**src/rtl/pwmds_pkg.sv**
```systemverilog
// Package: shared types for the shadowed PWM duty channel.
// Assumes: nothing beyond IEEE 1800-2017.
package pwmds_pkg;

    // Duty source chosen at a period boundary.
    typedef enum logic [1:0] {
        SRC_FULL = 2'd0,   // start low: full duty
        SRC_HOST = 2'd1,   // manual mode: staging register
        SRC_AUTO = 2'd2    // automatic mode: external duty input
    } duty_src_e;

    // Pick the duty source from the gating inputs.
    function automatic duty_src_e pick_source(input logic start, input logic manual);
        if (!start)
            return SRC_FULL;
        else if (manual)
            return SRC_HOST;
        else
            return SRC_AUTO;
    endfunction

endpackage

```
**src/rtl/pwmds_period_timer.sv**
```systemverilog
// Module: pwmds_period_timer
// Counts prescaler ticks with a free-running W-bit counter. It flags the
// tick on which the counter wraps and registers a one-clock period strobe.
// Assumes: tick_en is a single-clock enable in the clk domain.
module pwmds_period_timer #(
    parameter int W = 8
) (
    input  logic         clk,
    input  logic         rst_n,
    input  logic         tick_en,
    output logic [W-1:0] cnt,
    output logic         wrap,
    output logic         period_start
);
    localparam logic [W-1:0] CNT_MAX = {W{1'b1}};

    logic [W-1:0] cnt_q;
    logic         strobe_q;

    // Wrap event: a tick on the final count of the period.
    assign wrap = tick_en && (cnt_q == CNT_MAX);

    // Advance the period counter on each prescaler tick.
    always_ff @(posedge clk) begin
        if (!rst_n)
            cnt_q <= '0;
        else if (tick_en)
            cnt_q <= cnt_q + 1'b1;
    end

    // Register the strobe so it is high while the counter reads 0.
    always_ff @(posedge clk) begin
        if (!rst_n)
            strobe_q <= 1'b0;
        else
            strobe_q <= wrap;
    end

    assign cnt          = cnt_q;
    assign period_start = strobe_q;
endmodule

```
**src/rtl/pwmds_host_regs.sv**
```systemverilog
// Module: pwmds_host_regs
// Holds the hidden staging register written by the host, and the sticky
// lock that blocks those writes until reset.
// Assumes: wr_en is a single-clock strobe; lock_in may be a pulse or a level.
module pwmds_host_regs #(
    parameter int W = 8
) (
    input  logic         clk,
    input  logic         rst_n,
    input  logic         lock_in,
    input  logic         wr_en,
    input  logic [W-1:0] wr_data,
    output logic [W-1:0] staging,
    output logic         locked
);
    localparam logic [W-1:0] FULL_DUTY = {W{1'b1}};

    logic [W-1:0] staging_q;
    logic         lock_q;
    logic         lock_eff;
    logic         wr_ok;

    // Lock takes hold in the same cycle as the input and stays afterwards.
    assign lock_eff = lock_q || lock_in;
    assign wr_ok    = wr_en && !lock_eff;

    // Sticky lock: only reset clears it.
    always_ff @(posedge clk) begin
        if (!rst_n)
            lock_q <= 1'b0;
        else if (lock_in)
            lock_q <= 1'b1;
    end

    // Capture host writes while unlocked, whatever the mode and start state.
    always_ff @(posedge clk) begin
        if (!rst_n)
            staging_q <= FULL_DUTY;
        else if (wr_ok)
            staging_q <= wr_data;
    end

    assign staging = staging_q;
    assign locked  = lock_q;
endmodule

```
**src/rtl/pwmds_duty_select.sv**
```systemverilog
// Module: pwmds_duty_select
// Chooses the duty source and loads the current-duty register only on a
// period wrap, so the value stays fixed for a whole period.
// Assumes: wrap is high for one clock per period.
module pwmds_duty_select
    import pwmds_pkg::*;
#(
    parameter int W = 8
) (
    input  logic         clk,
    input  logic         rst_n,
    input  logic         wrap,
    input  logic         start,
    input  logic         manual_sel,
    input  logic [W-1:0] staging,
    input  logic [W-1:0] auto_duty,
    output logic [W-1:0] cur_duty
);
    localparam logic [W-1:0] FULL_DUTY = {W{1'b1}};

    duty_src_e    src;
    logic [W-1:0] next_duty;
    logic [W-1:0] cur_q;

    // Decode which source feeds the next period.
    assign src = pick_source(start, manual_sel);

    // Mux the candidate duty for the coming period.
    always_comb begin
        unique case (src)
            SRC_HOST: next_duty = staging;
            SRC_AUTO: next_duty = auto_duty;
            default:  next_duty = FULL_DUTY;
        endcase
    end

    // Reload the current duty only at the period boundary.
    always_ff @(posedge clk) begin
        if (!rst_n)
            cur_q <= FULL_DUTY;
        else if (wrap)
            cur_q <= next_duty;
    end

    assign cur_duty = cur_q;
endmodule

```
**src/rtl/pwmds_pwm_gen.sv**
```systemverilog
// Module: pwmds_pwm_gen
// Compares the period counter with the current duty. The output is high
// while the counter is below the duty; the full-scale code holds it high.
// Assumes: duty only changes when the counter wraps.
module pwmds_pwm_gen #(
    parameter int W = 8
) (
    input  logic [W-1:0] cnt,
    input  logic [W-1:0] duty,
    output logic         pwm
);
    localparam logic [W-1:0] FULL_DUTY = {W{1'b1}};

    // Produce the PWM level from the compare.
    always_comb begin
        pwm = (duty == FULL_DUTY) || (cnt < duty);
    end
endmodule

```
**src/rtl/pwm_duty_shadow.sv**
```systemverilog
// Module: pwm_duty_shadow (top)
// One PWM channel. Host writes go to a hidden staging register; the current
// duty reloads at each period wrap from a source chosen by start and manual
// mode; a sticky lock blocks writes; spin-up forces the readback to zero.
// Assumes: synchronous active-low reset; tick_en from an external prescaler.
module pwm_duty_shadow #(
    parameter int DUTY_W = 8
) (
    input  logic              clk,
    input  logic              rst_n,
    input  logic              tick_en,
    input  logic              wr_en,
    input  logic [DUTY_W-1:0] wr_data,
    output logic [DUTY_W-1:0] rd_data,
    input  logic              start,
    input  logic              lock_in,
    input  logic              manual_sel,
    input  logic [DUTY_W-1:0] auto_duty,
    input  logic              spinup,
    output logic              pwm_out,
    output logic              period_start
);
    logic [DUTY_W-1:0] cnt;
    logic              wrap_evt;
    logic [DUTY_W-1:0] staging;
    logic              lock_q;
    logic [DUTY_W-1:0] cur_duty;

    pwmds_period_timer #(.W(DUTY_W)) u_timer (
        .clk          (clk),
        .rst_n        (rst_n),
        .tick_en      (tick_en),
        .cnt          (cnt),
        .wrap         (wrap_evt),
        .period_start (period_start)
    );

    pwmds_host_regs #(.W(DUTY_W)) u_regs (
        .clk     (clk),
        .rst_n   (rst_n),
        .lock_in (lock_in),
        .wr_en   (wr_en),
        .wr_data (wr_data),
        .staging (staging),
        .locked  (lock_q)
    );

    pwmds_duty_select #(.W(DUTY_W)) u_sel (
        .clk        (clk),
        .rst_n      (rst_n),
        .wrap       (wrap_evt),
        .start      (start),
        .manual_sel (manual_sel),
        .staging    (staging),
        .auto_duty  (auto_duty),
        .cur_duty   (cur_duty)
    );

    pwmds_pwm_gen #(.W(DUTY_W)) u_gen (
        .cnt  (cnt),
        .duty (cur_duty),
        .pwm  (pwm_out)
    );

    // Readback: zero during spin-up, otherwise the current duty.
    assign rd_data = spinup ? '0 : cur_duty;
endmodule

```
**config.mk**
```make
export PLATFORM = sky130hd
export DESIGN_NAME = pwm_duty_shadow
export DESIGN_NICKNAME = d
export VERILOG_FILES = /design/src/rtl/pwmds_pkg.sv /design/src/rtl/pwmds_period_timer.sv /design/src/rtl/pwmds_host_regs.sv /design/src/rtl/pwmds_duty_select.sv /design/src/rtl/pwmds_pwm_gen.sv /design/src/rtl/pwm_duty_shadow.sv
export SDC_FILE = /design/constraint.sdc
export NUM_CORES = 1
export LEC_CHECK = 0
export CAP_MARGIN = 20
export CORE_ASPECT_RATIO = 2
export CORE_MARGIN = 2
export CORE_UTILIZATION = 48
export CTS_CLUSTER_DIAMETER = 80
export CTS_CLUSTER_SIZE = 8
export DETAILED_ROUTE_END_ITERATION = 6
export PLACE_DENSITY = 0.79
export SKIP_LAST_GASP = 1
export SLEW_MARGIN = 10
export SYNTH_ARGS = -nofsm -noshare
export SYNTH_HDL_FRONTEND = slang
export SYNTH_SLANG_ARGS = --single-unit
```
**constraint.sdc**
```tcl
create_clock -name clk -period 1.9 [get_ports clk]
set_input_delay 0.285 -clock clk [delete_from_list [all_inputs] [get_ports clk]]
set_output_delay 0.285 -clock clk [all_outputs]
set_load 0.01 [all_outputs]
```
==> results of run 1 <==
where the power goes:
part	switching (mW)	total, mW	leakage [nW]	internal [mW]
registers	0.00933	0.571	0.212	0.562
clock network	0.152	0.294	0.0216	0.141
logic	0.0555	0.144	0.722	0.0883
total	0.217	1.01	0.956	0.791
what timing repair did:
item,CTS,global route
hold endpoints to repair,0,0
gates resized for setup,8,1
pin swaps,0,0
endpoints found under the setup margin,1,1
layout make-up:
class	count	area, sq um
sequential	26	520
fill	207	711
tap	28	35.0
clock buffer	3	41.3
timing repair buffer	54	483
multi-input combinational	114	746
inverter	9	33.8
Yosys cell counts:
cell and n:
a21boi_1 1, a21oi_1 1, a221oi_1 1, and2_1 8, and3_1 9, and4_2 1
buf_2 1, buf_6 1, clkbuf_1 4, dfxtp_1 26, ha_1 8, inv_1 9
mux2i_1 9, nand2_1 19, nand3_1 11, nand4_1 3, nand4_4 1, nor2_1 17
nor2_4 1, nor2b_1 3, nor3_1 1, o21ai_0 3, o21ai_1 8, o22a_1 1
o41ai_1 1, or3_1 1, xnor2_1 4, xor2_1 2
state kept, by name, summed over array words and instances, names as in the netlist:
register / cells
u_regs.staging: 8
u_regs.locked: 1
u_timer.period_start: 1
u_timer.cnt: 8
u_sel.cur_duty: 8
path summary, 6_finish.rpt:
kind | endpoint | from | cells past startpoint
setup reg to reg | u_sel.cur_duty[4] | u_timer.cnt[1] | 7
setup / recovery | pwm_out | u_sel.cur_duty[2] | 6
hold / removal | u_regs.staging[6] | u_regs.staging[6] | 2
hold reg to reg | u_regs.staging[6] | u_regs.staging[6] | 2
through the flow:
stage / total power [mW] / TNS, ns / utilization (%) / setup slack [ns]
final: 1.01 / 0 / 72.3 / 0.0287
after global routing: 1.05 / -0.0397 / 72.3 / -0.0397
after CTS: 1.02 / -0.00583 / 72.3 / -0.00583
after detailed placement: 0.729 / -0.155 / 70.1 / -0.155
after global placement: 0.724 / -0.0875 / 70.1 / -0.0875
after floorplan: 0.643 / 0 / - / 0.281
layer usage:
layer | GRT usage [%] | wire [um] | up-vias | part of all wire, %
li1 | - | - | 624 | -
met3 | 2.00 | 81 | 4 | 3.0
met4 | 8.33 | 41 | 0 | 1.5
met1 | 19.7 | 980 | 555 | 36
met2 | 39.2 | 1630 | 31 | 60
met5 | 0 | 0 | - | 0
worst register-to-register path, cell delays in order (launching register included):
cell and delay, ns:
dfxtp_1 0.34, buf_4 0.12, ha_1 0.21, nand4_4 0.16, nor2_4 0.28, buf_4 0.17
nor2_1 0.04, o21ai_1 0.13
kinds of logic (layout without fill, tap and decap cells):
family | after synthesis | count (layout) | share of synthesized area (%)
xor+xnor | 6 | 6 | 4.01
simple gates | 75 | 75 | 29.6
buf+inv | 15 | 66 | 4.97
flops | 26 | 26 | 39.7
mux | 9 | 9 | 6.88
compound gates | 16 | 16 | 7.16
fa+ha+maj | 8 | 8 | 7.64
==> impl_results.md, run 1 <==
- Status: finished clean
- Layout Nets: 240
- Crit path time final: 1.87 ns
- Placed instance area: ~1800 sq um
- Placed insts: about 230
- Via count of the first global-routing pass: about 1.3k
- Synth Area per Inst: roughly 8.5 sq um
- Mapped cell area: around 1300 sq um
- First-pass GRT wire length: around 4800 um
- Residual DRC: 0
- Post-route cell area: between 1500 and 2000 sq um
- Wire per inst: between 10 and 15 um
- Critical-path top delay cell: dfxtp_1
- # Max-Cap Violations: 0
- Port-buffer cells: 33
- RSZ-0062 raised after global routing: true
- Worst endpoint required time: roughly 1.6 ns
- All-Layer GR Usage: around 21%
- Clock Latency Late Sink: roughly 0.26 ns
- Critical path start-end classification: reg -> out
- Initial Util: 51.0%
- # diodes: 0
- Post-CTS Hold Buffers: 0
- Setup violators final: 0
- CTS clock-pin slew for the worst setup and hold paths: approximately 0.080 ns
- Layout Skew: about 0.0032 ns
- Synth Warn #: 0
- Sink Count: 26
- Critical Path Fanout Max: 2
- Most common cell after layout, fill and taps aside: clkdlybuf4s50_1
- CTS tree: yes
- Register area share after synthesis: roughly two fifths
- Synth area leader: dfxtp_1
- Max-slew violation count: 0
- Pin count of the biggest net entering global routing: 27
- CP top delay family: compound AO/OA/AOI/OAI gates
- Final worst-path cycle share: a little over nine tenths
- Area growth syn-to-layout: 41.9%
- Via/cell ratio: ~5.2
- F_max: 534 MHz
- Top-area cell type share of the netlist area: around two fifths
- CTS Buf Count: 3
- R2r setup slk: between 0.3 and 0.4 ns
- Crit end category: output pin
- Synth area leaders: dfxtp_1 40%, ha_1 7.6%, mux2i_1 6.9%
- Die area: 3190 sq um
- Post-Syn Nets: approximately 190
- Die Y-Extent: approximately 78 um
- Placer congestion estimate: around 0.7
- Clk root buf: clkbuf_8
- Buf/Inv on CP: 2
- Worst slew pin tran: around 0.3 ns
- P per Cell Area: ~540 nW/um^2
- P_leak: around 0.96 nW
- Final wirelength: approximately 2700 um
- Min-Delay Path Class: reg -> reg
- Num rows: 26
- Dpl hpwl: ~2300 um
- Share of post-route cells with drive strength above 1: between 10% and 20%
- Endpoints failing hold: 0
- Fin Hold WS: roughly 0.47 ns
- Die W: just over 40 um
- Antenna violations before repair: 0
- Deepest clock path buffer count: 2
- Mapped Cells: 155
- Top Ports: 34
- Core area: 2570 sq um
- Max incr delay on CP: roughly 0.34 ns
- Highest-count cells in the layout ignoring fill and taps: 32 x clkdlybuf4s50_1, 26 x dfxtp_1, 21 x buf_4
- Total congestion overflow: 0
- CP Cell Sequence: inv_1 > ha_1 > o21ai_1 > a221oi_1 > o41ai_1 > buf_2
- Drt pass-1 iters: 4
- Iter 0 DRT Violations: 17
- CP arrival: approximately 1.6 ns
- Vias: 1214
- FF+latch count, synth: 26
- H-tree lvl count: 1
- Remaining antenna violation count: 0
- Crit start category: flop
- Rel. slew slack: about four fifths
- Cell Count, Final, Fillers Out: roughly 230
- Post-synth cell types: 28
- Number of setup buffers added after CTS: 0
- VDD IR max: between 500 and 600 uV
(Power assumes the default switching activity.)
==> inputs of run 2 (changes only) <==
--- a/config.mk
+++ b/config.mk
@@ -14,7 +14,6 @@
 export DETAILED_ROUTE_END_ITERATION = 6
 export PLACE_DENSITY = 0.79
 export SKIP_LAST_GASP = 1
-export SLEW_MARGIN = 10
 export SYNTH_ARGS = -nofsm -noshare
 export SYNTH_HDL_FRONTEND = slang
 export SYNTH_SLANG_ARGS = --single-unit
==> results of run 2 <==
No change in the layout: final DEF, timing and power equal those of run 1.
